<file path="src/rtl/dram_seq_pkg.sv">
package dram_seq_pkg;
  typedef enum logic [2:0] {
    ST_IDLE = 3'd0,
    ST_PRE  = 3'd1,
    ST_ROW  = 3'd2,
    ST_COL1 = 3'd3,
    ST_WAIT = 3'd4,
    ST_COL2 = 3'd5
  } dseq_state_e;
endpackage

</file>
<file path="src/rtl/dram_seq_ctrl.sv">
module dram_seq_ctrl
  import dram_seq_pkg::*;
(
  input  logic        clk,
  input  logic        rst_n,
  input  logic        start,
  input  logic        wait_gate,
  input  logic        wait_n,
  output dseq_state_e state
);
  dseq_state_e state_q, state_d;

  always_comb begin
    state_d = state_q;
    unique case (state_q)
      ST_IDLE: if (start) state_d = ST_PRE;
      ST_PRE:  state_d = ST_ROW;
      ST_ROW:  state_d = ST_COL1;
      ST_COL1: state_d = (wait_gate && !wait_n) ? ST_WAIT : ST_COL2;
      ST_WAIT: state_d = wait_n ? ST_COL2 : ST_WAIT;
      ST_COL2: state_d = ST_IDLE;
      default: state_d = ST_IDLE;
    endcase
  end

  always_ff @(posedge clk or negedge rst_n) begin
    if (!rst_n) state_q <= ST_IDLE;
    else        state_q <= state_d;
  end

  assign state = state_q;

  p_start_pre_r2: assert property (@(posedge clk) disable iff (!rst_n)
    (state_q == ST_IDLE && start) |=> state_q == ST_PRE);
  p_pre_row_r3: assert property (@(posedge clk) disable iff (!rst_n)
    state_q == ST_PRE |=> state_q == ST_ROW);
  p_row_col_r3: assert property (@(posedge clk) disable iff (!rst_n)
    state_q == ST_ROW |=> state_q == ST_COL1);
  p_nowait_r9: assert property (@(posedge clk) disable iff (!rst_n)
    (state_q == ST_COL1 && !wait_gate) |=> state_q == ST_COL2);
  p_hold_wait_r10: assert property (@(posedge clk) disable iff (!rst_n)
    (state_q == ST_WAIT && !wait_n) |=> state_q == ST_WAIT);
  p_busy_ignore_r12: assert property (@(posedge clk) disable iff (!rst_n)
    (state_q == ST_COL1) |=> state_q != ST_PRE);
endmodule

</file>
<file path="src/rtl/dram_seq_addr_mux.sv">
module dram_seq_addr_mux
  import dram_seq_pkg::*;
#(
  parameter int ADDR_W = 24,
  parameter int COL_W  = 9,
  localparam int ROW_W = ADDR_W - COL_W,
  localparam int MUX_W = (ROW_W > COL_W) ? ROW_W : COL_W
) (
  input  logic              clk,
  input  logic              rst_n,
  input  dseq_state_e       state,
  input  logic [ADDR_W-1:0] addr,
  output logic [MUX_W-1:0]  mux_addr
);
  logic [MUX_W-1:0] row_ext;
  logic [MUX_W-1:0] col_ext;

  always_comb begin
    row_ext = '0;
    col_ext = '0;
    row_ext[ROW_W-1:0] = addr[ADDR_W-1:COL_W];
    col_ext[COL_W-1:0] = addr[COL_W-1:0];
    unique case (state)
      ST_ROW:                    mux_addr = row_ext;
      ST_COL1, ST_WAIT, ST_COL2: mux_addr = col_ext;
      default:                   mux_addr = '0;
    endcase
  end

  p_pre_zero_r3: assert property (@(posedge clk) disable iff (!rst_n)
    state == ST_PRE |-> mux_addr == '0);
  p_col_stable_r5: assert property (@(posedge clk) disable iff (!rst_n)
    (state == ST_WAIT) |-> $stable(mux_addr));
endmodule

</file>
<file path="src/rtl/dram_seq_strobes.sv">
module dram_seq_strobes
  import dram_seq_pkg::*;
#(
  parameter int NUM_CS = 8,
  localparam int REG_W = $clog2(NUM_CS)
) (
  input  logic              clk,
  input  logic              rst_n,
  input  dseq_state_e       state,
  input  logic [REG_W-1:0]  region,
  input  logic              is_write,
  output logic [NUM_CS-1:0] cs_n,
  output logic              cas_n,
  output logic              we_n,
  output logic              dq_oe
);
  logic ras_phase;
  logic col_phase;

  assign ras_phase = (state == ST_ROW) || (state == ST_COL1) ||
                     (state == ST_WAIT) || (state == ST_COL2);
  assign col_phase = (state == ST_COL1) || (state == ST_WAIT) ||
                     (state == ST_COL2);

  for (genvar g = 0; g < NUM_CS; g++) begin : g_cs
    assign cs_n[g] = !(ras_phase && (region == REG_W'(g)));
  end

  assign cas_n = !(state == ST_COL2);
  assign we_n  = !(is_write && col_phase);
  assign dq_oe = is_write && col_phase;

  p_ras_single_r4: assert property (@(posedge clk) disable iff (!rst_n)
    $onehot0(~cs_n));
  p_cas_in_ras_r6: assert property (@(posedge clk) disable iff (!rst_n)
    !cas_n |-> (cs_n != '1));
  p_cas_short_r6: assert property (@(posedge clk) disable iff (!rst_n)
    !cas_n |=> cas_n);
  p_we_read_r7: assert property (@(posedge clk) disable iff (!rst_n)
    !is_write |-> (we_n && !dq_oe));
endmodule

</file>
<file path="src/rtl/dram_seq.sv">
module dram_seq
  import dram_seq_pkg::*;
#(
  parameter int ADDR_W    = 24,
  parameter int DATA_W    = 16,
  parameter int COL_W     = 9,
  parameter int NUM_CS    = 8,
  parameter int DRAM_LO   = 2,
  parameter int DRAM_HI   = 5,
  localparam int REG_W    = $clog2(NUM_CS),
  localparam int ROW_W    = ADDR_W - COL_W,
  localparam int MUX_W    = (ROW_W > COL_W) ? ROW_W : COL_W
) (
  input  logic              clk,
  input  logic              rst_n,
  input  logic              req_i,
  input  logic              req_we_i,
  input  logic [ADDR_W-1:0] req_addr_i,
  input  logic [DATA_W-1:0] req_wdata_i,
  input  logic [REG_W-1:0]  req_region_i,
  input  logic [NUM_CS-1:0] wait_en_i,
  input  logic              wait_n_i,
  output logic              ready_o,
  output logic              done_o,
  output logic [DATA_W-1:0] rdata_o,
  output logic [MUX_W-1:0]  mem_addr_o,
  output logic [NUM_CS-1:0] cs_n_o,
  output logic              cas_n_o,
  output logic              we_n_o,
  output logic [DATA_W-1:0] dq_o,
  output logic              dq_oe_o,
  input  logic [DATA_W-1:0] dq_i
);
  dseq_state_e state;

  logic              start;
  logic              region_ok;
  logic [ADDR_W-1:0] addr_q;
  logic [DATA_W-1:0] wdata_q;
  logic [REG_W-1:0]  region_q;
  logic              we_q;
  logic [DATA_W-1:0] rdata_q, rdata_d;
  logic              done_q, done_d;
  logic              cap_en;

  assign ready_o   = (state == ST_IDLE);
  assign region_ok = (req_region_i >= REG_W'(DRAM_LO)) &&
                     (req_region_i <= REG_W'(DRAM_HI));
  assign start     = req_i && ready_o && region_ok;

  always_ff @(posedge clk or negedge rst_n) begin
    if (!rst_n) begin
      addr_q   <= '0;
      wdata_q  <= '0;
      region_q <= '0;
      we_q     <= 1'b0;
    end else if (start) begin
      addr_q   <= req_addr_i;
      wdata_q  <= req_wdata_i;
      region_q <= req_region_i;
      we_q     <= req_we_i;
    end
  end

  assign cap_en = (state == ST_COL2) && !we_q;

  always_comb begin
    rdata_d = cap_en ? dq_i : rdata_q;
    done_d  = (state == ST_COL2);
  end

  always_ff @(posedge clk or negedge rst_n) begin
    if (!rst_n) begin
      rdata_q <= '0;
      done_q  <= 1'b0;
    end else begin
      rdata_q <= rdata_d;
      done_q  <= done_d;
    end
  end

  assign rdata_o = rdata_q;
  assign done_o  = done_q;
  assign dq_o    = wdata_q;

  dram_seq_ctrl u_ctrl (
    .clk       (clk),
    .rst_n     (rst_n),
    .start     (start),
    .wait_gate (wait_en_i[region_q]),
    .wait_n    (wait_n_i),
    .state     (state)
  );

  dram_seq_addr_mux #(.ADDR_W(ADDR_W), .COL_W(COL_W)) u_amux (
    .clk      (clk),
    .rst_n    (rst_n),
    .state    (state),
    .addr     (addr_q),
    .mux_addr (mem_addr_o)
  );

  dram_seq_strobes #(.NUM_CS(NUM_CS)) u_strb (
    .clk      (clk),
    .rst_n    (rst_n),
    .state    (state),
    .region   (region_q),
    .is_write (we_q),
    .cs_n     (cs_n_o),
    .cas_n    (cas_n_o),
    .we_n     (we_n_o),
    .dq_oe    (dq_oe_o)
  );

  p_done_pulse_r11: assert property (@(posedge clk) disable iff (!rst_n)
    done_o |=> !done_o);
  p_done_after_cas_r11: assert property (@(posedge clk) disable iff (!rst_n)
    !cas_n_o |=> done_o);
  p_bad_region_r12: assert property (@(posedge clk) disable iff (!rst_n)
    (ready_o && !region_ok) |=> ready_o);
endmodule

</file>
<file path="config.mk">
export PLATFORM = sky130hd
export DESIGN_NAME = dram_seq
export DESIGN_NICKNAME = d
export VERILOG_FILES = /design/src/rtl/dram_seq_pkg.sv /design/src/rtl/dram_seq_ctrl.sv /design/src/rtl/dram_seq_addr_mux.sv /design/src/rtl/dram_seq_strobes.sv /design/src/rtl/dram_seq.sv
export SDC_FILE = /design/constraint.sdc
export NUM_CORES = 1
export LEC_CHECK = 0
export ABC_AREA = 1
export CAP_MARGIN = 30
export CORE_MARGIN = 2
export CORE_UTILIZATION = 41
export CTS_CLUSTER_DIAMETER = 30
export CTS_CLUSTER_SIZE = 24
export DETAILED_ROUTE_END_ITERATION = 8
export PLACE_DENSITY = 0.8
export REMOVE_ABC_BUFFERS = 1
export SLEW_MARGIN = 20
export SYNTH_ARGS = -nofsm -noshare
export SYNTH_HDL_FRONTEND = slang
export SYNTH_SLANG_ARGS = --single-unit
</file>
<file path="constraint.sdc">
create_clock -name clk -period 2.1 [get_ports clk]
set_clock_uncertainty 0.1 [all_clocks]
set_input_delay 0.42 -clock clk [delete_from_list [all_inputs] [get_ports clk]]
set_output_delay 0.42 -clock clk [all_outputs]
set_load 0.05 [all_outputs]
</file>
==> impl_results.md, run 1 <==
* Status: finished with violations
* Failing checks: setup timing
* Adder-Cell Fraction of Synth Area at 0
* CTS sink cnt at 64
* PwrDens at 1720 nW/um2
* Unrepaired setup endpoints after global routing: yes
* Clock buffer depth at 2
* Commonest cells post-synth: nand2_1 (103), dfrtp_1 (64), inv_1 (36)
* Die height at 86.3 um
* Core area at 6680 um2
* Inserted Diodes at 0
* DR iter-0 viols at 81
* Placed Cells at 506
* Via count of the routed design at 2523
* RePlAce Congestion at 0.782
* First-pass GRT wire length at 11.2 mm
* Crit path required time at 1.58 ns
* Final antenna-violating net count at 0
* Setup ws final at -0.0680 ns
* Final setup violation count at 13
* Dpl hpwl at 4.96 mm
* CP Launch Type: flop
* Slew Viols, Final at 0
* Main combinational cell family by area after synthesis: simple AND/OR/NAND/NOR gates
* Final setup TNS at -0.481 ns
* Port Buffer Count at 131
* Layout cells sized above 1 at 0.249
* Worst-Margin Slew at 0.520 ns
* Total I/O pin count at 132
* Mux cell area share after synthesis at 0.0783
* Yosys reg bits at 64
* Post-DR vias/cell at 4.80
* Lkg Pwr at 2.23 nW
* TritonCTS clock tree: built
* Cts bufs inserted at 9
* Cells after synthesis at 300
* Min Tclk post-route at 2.17 ns
* Top FF cell, synth: dfrtp_1
* Ys async rst share at 1.00
* Register area share after synthesis at 0.576
* # rows at 30
* All-Layer GR Usage at 0.189
* Reg2reg start: u_ctrl.state[2]
* Max Cap Viol at 0
* DRT Pass-1 Iters at 4
* Clk_lat worst skew at 0.32 ns
* Post-synthesis compound-gate area fraction at 0.0752
* Yosys top cell by area: dfrtp_1
* Hold Crit Class: in2async
* Area growth, synth to finish at 72.2%
* Critical-path top delay cell: dfrtp_2
* Cell Chain, Critical Path: nor2_2, nand2_2, buf_8, o22ai_2, buf_6
* WL per Instance at 13.6 um
* Most numerous cell in the Yosys netlist: nand2_1
* Fmax at 461 MHz
* Worst vdd ir at 941 uV
* Final hold violation count at 0
* Max-slew headroom at 0.652
* CTS Hold Bufs at 0
* Post-synth EDFFs at 0
* Clock tree root buffer cell: clkbuf_8
* Layout Nets at 515
* Top cell type's share of synthesized area at 0.576
* Clk slew on worst S/H paths at 0.07 ns
* Htree depth at 3
* DRC at 0
* GR Overflow Total at 0
* Setup CP Type: reg2out
* Hold WS at 0.000214 ns
* Post-Route WL at 7.16 mm
* Post-Synth Simple-Gate Area at 0.193
* Worst EP arrival at 1.65 ns
* Fin util at 0.716
* Largest net degree at the start of global routing at 65
* Post-Synth XOR/XNOR Area at 0.00315
* Syn. warnings at 0
* Initial core utilization at 0.416
* Syn avg cell area at 9.27 um2
* Initial antenna violation count at 0
* Crit path max fanout at 16
* CP peak stage delay at 0.46 ns
* Width of the die at 86.3 um
* Synth area leaders: dfrtp_1 (58%), nand2_1 (14%), mux2_4 (5.4%)
* Layout Cells excl Fill at 526
* Vias in the first global route at 2490
* Post-synth cell types at 20
* Die area at 7460 um2
* Post-Syn Area at 2780 um2
* Pre-CTS WS at 0.109 ns
* Crit path from: u_ctrl.state[0]
* CP Capture Type: output port
* Final period util at 1.03
## what timing repair did
action	CTS	global route
gates resized for setup	27	27
endpoints found under the hold margin	0	0
buffers inserted	5	1
endpoints found under the setup margin	25	26
pin swaps	2	3
## placed cells by master (no fill, tap or decap), types with 2 or more instances in the layout
cell               n
a21oi_1            2
buf_12            18
buf_4             11
buf_6              9
buf_8              2
clkbuf_8          11
clkdlybuf4s50_1  103
dfrtp_1           61
dfrtp_2            3
inv_1             34
inv_2              2
inv_4              2
mux2_2             6
mux2_4            10
nand2_1           99
nand2_2            3
nand2_4            2
nand3_1            4
nand3_2            6
nand3_4            2
nor2_1             3
nor2_2             7
nor2_4             2
nor3_4             2
o21ai_0           27
o22ai_2            9
## report_power, final
group          switching [mW]  total, mW  internal, mW
registers               0.340       2.17          1.83
logic                    3.12       5.02          1.90
clock network           0.443       1.04         0.598
## kinds of logic after synthesis
group,count (synthesis)
buffers and inverters,50
multiplexers,16
AND/OR/NAND/NOR,130
XOR/XNOR,1
flip-flops,64
AO/OA/AOI/OAI,39
## area by class of cell
class / count / area (um2)
Clock buffer: 11 / 151
Clock inverter: 3 / 42.5
Fill cell: 494 / 1890
Inverter: 38 / 148
Multi-Input combinational cell: 186 / 1130
Sequential cell: 64 / 1610
Tap cell: 80 / 100
Timing Repair Buffer: 144 / 1610
## worst max-delay path, delay by kind of cell (launching register included)
family | cells | cell delay [ns]
buffers and inverters | 2 | 0.37
AO/OA/AOI/OAI | 1 | 0.19
flip-flops | 1 | 0.46
AND/OR/NAND/NOR | 2 | 0.29
## flip-flops by register name (all words and copies together), names as in the netlist
signal,cells
rdata_o,16
we_q,1
addr_q,24
u_ctrl.state,3
dq_o,16
done_o,1
region_q,3
## metrics by stage
step / power [mW] / area [um2]
floorplan: 4.96 / 2720
global placement: 6.60 / 4330
detailed placement: 6.70 / 4330
CTS: 8.04 / 4670
global route: 8.66 / 4790
finish: 8.23 / 4790
## worst paths after layout
path | to | slack [ns] | cells past startpoint
min reg2reg | dq_o[6] | 0.37 | 2
max | mem_addr_o[0] | -0.07 | 5
min | rdata_o[7] | 0.0002 | 2
max in group asynchronous | u_ctrl.state[1] | 1.63 | 2
min in group clk | dq_o[6] | 0.37 | 2
max reg2reg | u_ctrl.state[0] | 0.24 | 9
## routing by layer
| metal | vias up | wire length [um] | GRT usage |
|---|---|---|---|
| met2 | 101 | 3750 | 0.326 |
| met5 | - | 0 | 0 |
| met1 | 1195 | 2850 | 0.229 |
| li1 | 1220 | - | - |
| met4 | 0 | 57 | 0.0568 |
| met3 | 7 | 504 | 0.0562 |
No activity file was read; power rests on OpenSTA's default activity.
==> run 2, diff against run 1 <==
Settings changed: SKIP_LAST_GASP set to 1.
==> impl_results.md, run 2 (same netlist as run 1, synthesis figures left out) <==
* Core area at 6680 um2
* Clk pwr share at 0.127
* CP peak stage delay at 0.46 ns
* Via count of the routed design at 2512
* Inserted Diodes at 0
* Width of the die at 86.3 um
* DRT Pass-1 Iters at 4
* Final hold violation count at 0
* Crit path required time at 1.58 ns
* Final period util at 1.03
* Cts bufs inserted at 9
* DR iter-0 viols at 86
* Switching pwr at 3.87 mW
* Storage cell area at 1610 um2
* Critical-path top delay cell: dfrtp_2
* Area growth, synth to finish at 71.4%
* Die height at 86.3 um
* # rows at 30
* Filler cell count at 493
* GR Overflow Total at 0
* Fin area at 4770 um2
* Cell Chain, Critical Path: nor2_2, nand2_2, buf_8, o22ai_1, buf_4
* Sequential power share at 0.265
* TritonCTS clock tree: built
* Post-DR vias/cell at 4.78
* Unrepaired setup endpoints after global routing: yes
* Status: finished with violations
* Pre-CTS WS at 0.109 ns
* Crit path max fanout at 16
* Initial core utilization at 0.416
* Worst EP arrival at 1.64 ns
* CP Launch Type: flop
* Setup ws final at -0.0552 ns
* Post-Route WL at 7.08 mm
* Switch share at 0.473
* Dpl hpwl at 4.96 mm
* Total I/O pin count at 132
* Clk slew on worst S/H paths at 0.06 ns
* Final antenna-violating net count at 0
* RePlAce Congestion at 0.782
* Worst-Margin Slew at 0.520 ns
* First-pass GRT wire length at 11.1 mm
* Htree depth at 3
* CTS sink cnt at 64
* Layout cells sized above 1 at 0.244
* Clock tree root buffer cell: clkbuf_8
* Largest net degree at the start of global routing at 65
* Area of the multi-input gates at 1110 um2
* CP Capture Type: output port
* Setup CP Type: reg2out
* Port Buffer Count at 131
* Placed cell areas at 4330 um2
* Final setup TNS at -0.389 ns
* Layout Nets at 515
* DRC at 0
* Max-slew headroom at 0.652
* PwrDens at 1720 nW/um2
* Most common cell after layout, fill and taps aside: clkdlybuf4s50_1
* Lkg Pwr at 2.23 nW
* Highest-count cells in the layout ignoring fill and taps: clkdlybuf4s50_1 (103), nand2_1 (99), dfrtp_1 (61), inv_1 (34), o21ai_0 (27)
* Min Tclk post-route at 2.16 ns
* Crit path buf inv count at 2
* Clk_lat worst skew at 0.32 ns
* Internal power at 4.31 mW
* CP delay by family, top: flip-flops
* WL per Instance at 13.5 um
* Fmax at 464 MHz
* Reg with most FFs: addr_q
* Largest register FFs at 24
* Initial antenna violation count at 0
* Slew Viols, Final at 0
* Failing checks: setup timing
* Die area at 7460 um2
* Max Cap Viol at 0
* Worst vdd ir at 946 uV
* Vias in the first global route at 2476
* Logic pwr share at 0.607
* Clock buffer depth at 2
* Hold Crit Class: in2async
* All-Layer GR Usage at 0.188
* Final setup violation count at 12
run 2: worst reg2reg max path: cells and delay by family (launching register included):
kind	cells	cell delay (ns)
AOI/OAI and AO/OA	1	0.11
DFF	1	0.46
buffers and inverters	4	0.52
and+or+nand+nor	4	0.61
run 2: metrics by stage:
| step | instances | hold WS (ns) | total power [mW] | util |
|---|---|---|---|---|
| 6_report | 526 | 0.00206 | 8.18 | 0.713 |
| 4_1_cts | 525 | 0.00467 | 7.98 | 0.696 |
| 2_1_floorplan | 288 | 0.0244 | 4.96 | - |
| 5_1_grt | 526 | 0.00757 | 8.60 | 0.713 |
| 3_3_place_gp | 506 | 0.354 | 6.60 | 0.649 |
| 3_5_place_dp | 506 | 0.359 | 6.70 | 0.649 |
run 2: power by group through the flow:
stage,clock (mW),combinational (mW),sequential (mW)
after detailed placement,0,4.54,2.16
after global routing,1.13,5.25,2.23
final,1.04,4.97,2.17
after floorplan,0,1.79,3.17
after CTS,1.06,4.77,2.15
after global placement,0,4.48,2.13
run 2: timing repair:
action,CTS,global route
pin swaps,2,4
hold buffers,0,0
buffers inserted,5,1
resized for setup,20,30
gates cloned,0,0
endpoints found under the setup margin,25,26
run 2: layout make-up:
type | count | share of cell area
Timing Repair Buffer | 144 | 0.337
Clock buffer | 11 | 0.0318
Tap cell | 80 | 0.0210
Multi-Input combinational cell | 186 | 0.233
Clock inverter | 3 | 0.00893
Inverter | 38 | 0.0310
Sequential cell | 64 | 0.337
run 2: path summary, 6_finish.rpt:
path	start	end	slack, ns	depth (start not counted)
max in group asynchronous	rst_n	u_ctrl.state[0]	1.62	2
setup reg to reg	u_ctrl.state[2]	u_ctrl.state[0]	0.23	9
hold reg to reg	dq_o[6]	dq_o[6]	0.37	2
min in group clk	dq_o[6]	dq_o[6]	0.37	2
setup / recovery	u_ctrl.state[0]	mem_addr_o[5]	-0.06	5
hold / removal	rst_n	region_q[0]	0.002	2
run 2: routing by layer:
metal / vias up / routed length [um] / GRT usage
li1: 1219 / - / -
met1: 1201 / 2970 / 0.228
met2: 85 / 3610 / 0.324
met3: 7 / 449 / 0.0562
met4: 0 / 57 / 0.0568
met5: - / 0 / 0
==> run 3, diff against run 2 <==
Settings changed: CELL_PAD_IN_SITES_DETAIL_PLACEMENT set to 0, CELL_PAD_IN_SITES_GLOBAL_PLACEMENT set to 1, CORE_UTILIZATION 41 to 29, PLACE_DENSITY 0.8 to not set, PLACE_DENSITY_LB_ADDON set to 0.12, SKIP_LAST_GASP 1 to not set.
==> impl_results.md, run 3 (same netlist as run 1, synthesis figures left out) <==
* Clk pwr share at 0.118
* Cell Chain, Critical Path: nor2_2, nand2_2, buf_12, o22ai_2, buf_6
* Core area at 9280 um2
* Clk_lat worst skew at 0.34 ns
* All-Layer GR Usage at 0.148
* DR iter-0 viols at 64
* M2 GR Usage at 0.242
* Clock buffer depth at 2
* Clock tree root buffer cell: clkbuf_8
* DRC at 0
* Port Buffer Count at 131
* WL per Instance at 13.2 um
* Reg with most FFs: addr_q
* Reg2reg start: u_ctrl.state[1]
* Crit path max fanout at 15
* Post-DR vias/cell at 4.32
* Final antenna-violating net count at 0
* Area growth, synth to finish at 76.3%
* Setup ws final at -0.0667 ns
* Placed Cells at 555
* Critical-path top delay cell: dfrtp_2
* Lkg Pwr at 2.28 nW
* Die height at 102 um
* Total I/O pin count at 132
* Total power at 8.22 mW
* Max-slew headroom at 0.652
* Worst vdd ir at 953 uV
* RePlAce Congestion at 0.729
* Placed cell areas at 4390 um2
* Die area at 10400 um2
* Min Tclk post-route at 2.17 ns
* Crit path required time at 1.58 ns
* Via count of the routed design at 2517
* Sequential power share at 0.262
* Post-Route WL at 7.68 mm
* CP peak stage delay at 0.47 ns
* CP delay by family, top: flip-flops
* Vias in the first global route at 2493
* Width of the die at 102 um
* CTS sink cnt at 64
* CP Capture Type: output port
* Crit path buf inv count at 2
* Min-Delay Startpoint: dq_o[7]
* Highest-count cells in the layout ignoring fill and taps: clkdlybuf4s50_1 (102), nand2_1 (99), dfrtp_1 (61), inv_1 (33), o21ai_0 (27)
* GR Overflow Total at 0
* M3 GR Usage at 0.0383
* Fin util at 0.528
* Status: finished with violations
* Dpl hpwl at 5.14 mm
* Layout Cells excl Fill at 582
* Initial core utilization at 0.299
* Inserted Diodes at 0
* Fmax at 462 MHz
* Worst-Margin Slew at 0.520 ns
* Unrepaired setup endpoints after global routing: yes
* Switching pwr at 3.96 mW
* DRT Pass-1 Iters at 4
* CP Launch Type: flop
* Final setup violation count at 15
* Switch share at 0.481
* Worst EP arrival at 1.65 ns
* Final hold violation count at 0
* Htree depth at 3
* Met1 Resource Use GR at 0.188
* PwrDens at 1680 nW/um2
* Internal power at 4.26 mW
* Layout cells sized above 1 at 0.263
* Slew Viols, Final at 0
* Logic pwr share at 0.620
* Largest register FFs at 24
* # rows at 35
* Cts bufs inserted at 9
* TritonCTS clock tree: built
* First-pass GRT wire length at 12.0 mm
* Initial antenna violation count at 0
* Final period util at 1.03
* Fin area at 4900 um2
* Failing checks: setup timing
* Largest net degree at the start of global routing at 65
* Layout Nets at 520
* Max Cap Viol at 0
* Hold Crit Class: reg2reg
* Crit path from: u_ctrl.state[2]
* Setup CP Type: reg2out
* Clk slew on worst S/H paths at 0.08 ns
* Grt peak-use layer: met2
* Most common cell after layout, fill and taps aside: clkdlybuf4s50_1
[run 3: changes by cell type in the layout (fill, tap and decap cells not counted), sizes merged]
cell | previous run | this run
buf | 41 | 45
bufinv | 1 | 0
clkbuf | 11 | 10
clkdlybuf4s50 | 103 | 102
clkinv | 1 | 4
dlygate4sd3 | 0 | 1
dlymetal6s2s | 0 | 1
inv | 38 | 39
[run 3: worst register-to-register path: cells and delay by family (launching register included)]
kind	cells	cell delay, ns
simple gates	4	0.63
compound gates	1	0.11
buf+inv	3	0.54
flops	1	0.46
[run 3: path summary, 6_finish.rpt]
kind | end | slack, ns | depth (start not counted)
hold / removal | dq_o[7] | 0.37 | 2
setup reg to reg | region_q[2] | 0.14 | 8
hold reg to reg | dq_o[7] | 0.37 | 2
max in group asynchronous | u_ctrl.state[0] | 1.07 | 3
min in group asynchronous | dq_o[1] | 0.53 | 3
setup / recovery | mem_addr_o[6] | -0.07 | 5
[run 3: layout make-up]
cell class,instances,area [um2]
Timing Repair Buffer,149,1670
Sequential cell,64,1610
Inverter,38,148
Clock buffer,10,138
Tap cell,129,161
Clock inverter,6,43.8
Fill cell,901,4380
Multi-Input combinational cell,186,1130
[run 3: power by group through the flow]
| stage | registers [mW] | logic (mW) | clock network, mW |
|---|---|---|---|
| global route | 2.24 | 5.41 | 1.07 |
| CTS | 2.14 | 4.90 | 1.01 |
| finish | 2.15 | 5.10 | 0.967 |
| global placement | 2.13 | 4.54 | 0 |
| floorplan | 3.17 | 1.79 | 0 |
| detailed placement | 2.15 | 4.57 | 0 |
[run 3: metal layers]
layer | share of wire | vias to the layer above
met5 | 0 | -
met4 | 0.018 | 0
met3 | 0.070 | 15
met2 | 0.47 | 88
met1 | 0.44 | 1179
li1 | - | 1235
[run 3: timing repair]
item                                    in CTS  in global routing
hold endpoints to repair                    24                  0
hold buffers                                 1                  0
pin swaps                                    1                  3
setup buffers                                4                  6
cloned                                       0                  0
gates resized for setup                     37                 25
endpoints found under the setup margin      24                 29
[run 3: per-stage QoR]
stage	hold slack, ns	setup slack (ns)	setup TNS [ns]
3_3_place_gp	0.355	0.119	0
5_1_grt	0.397	-0.127	-1.97
3_5_place_dp	0.360	0.106	0
6_report	0.373	-0.0667	-0.528
4_1_cts	0.379	-0.0355	-0.298
2_1_floorplan	0.0244	-0.708	-25.59
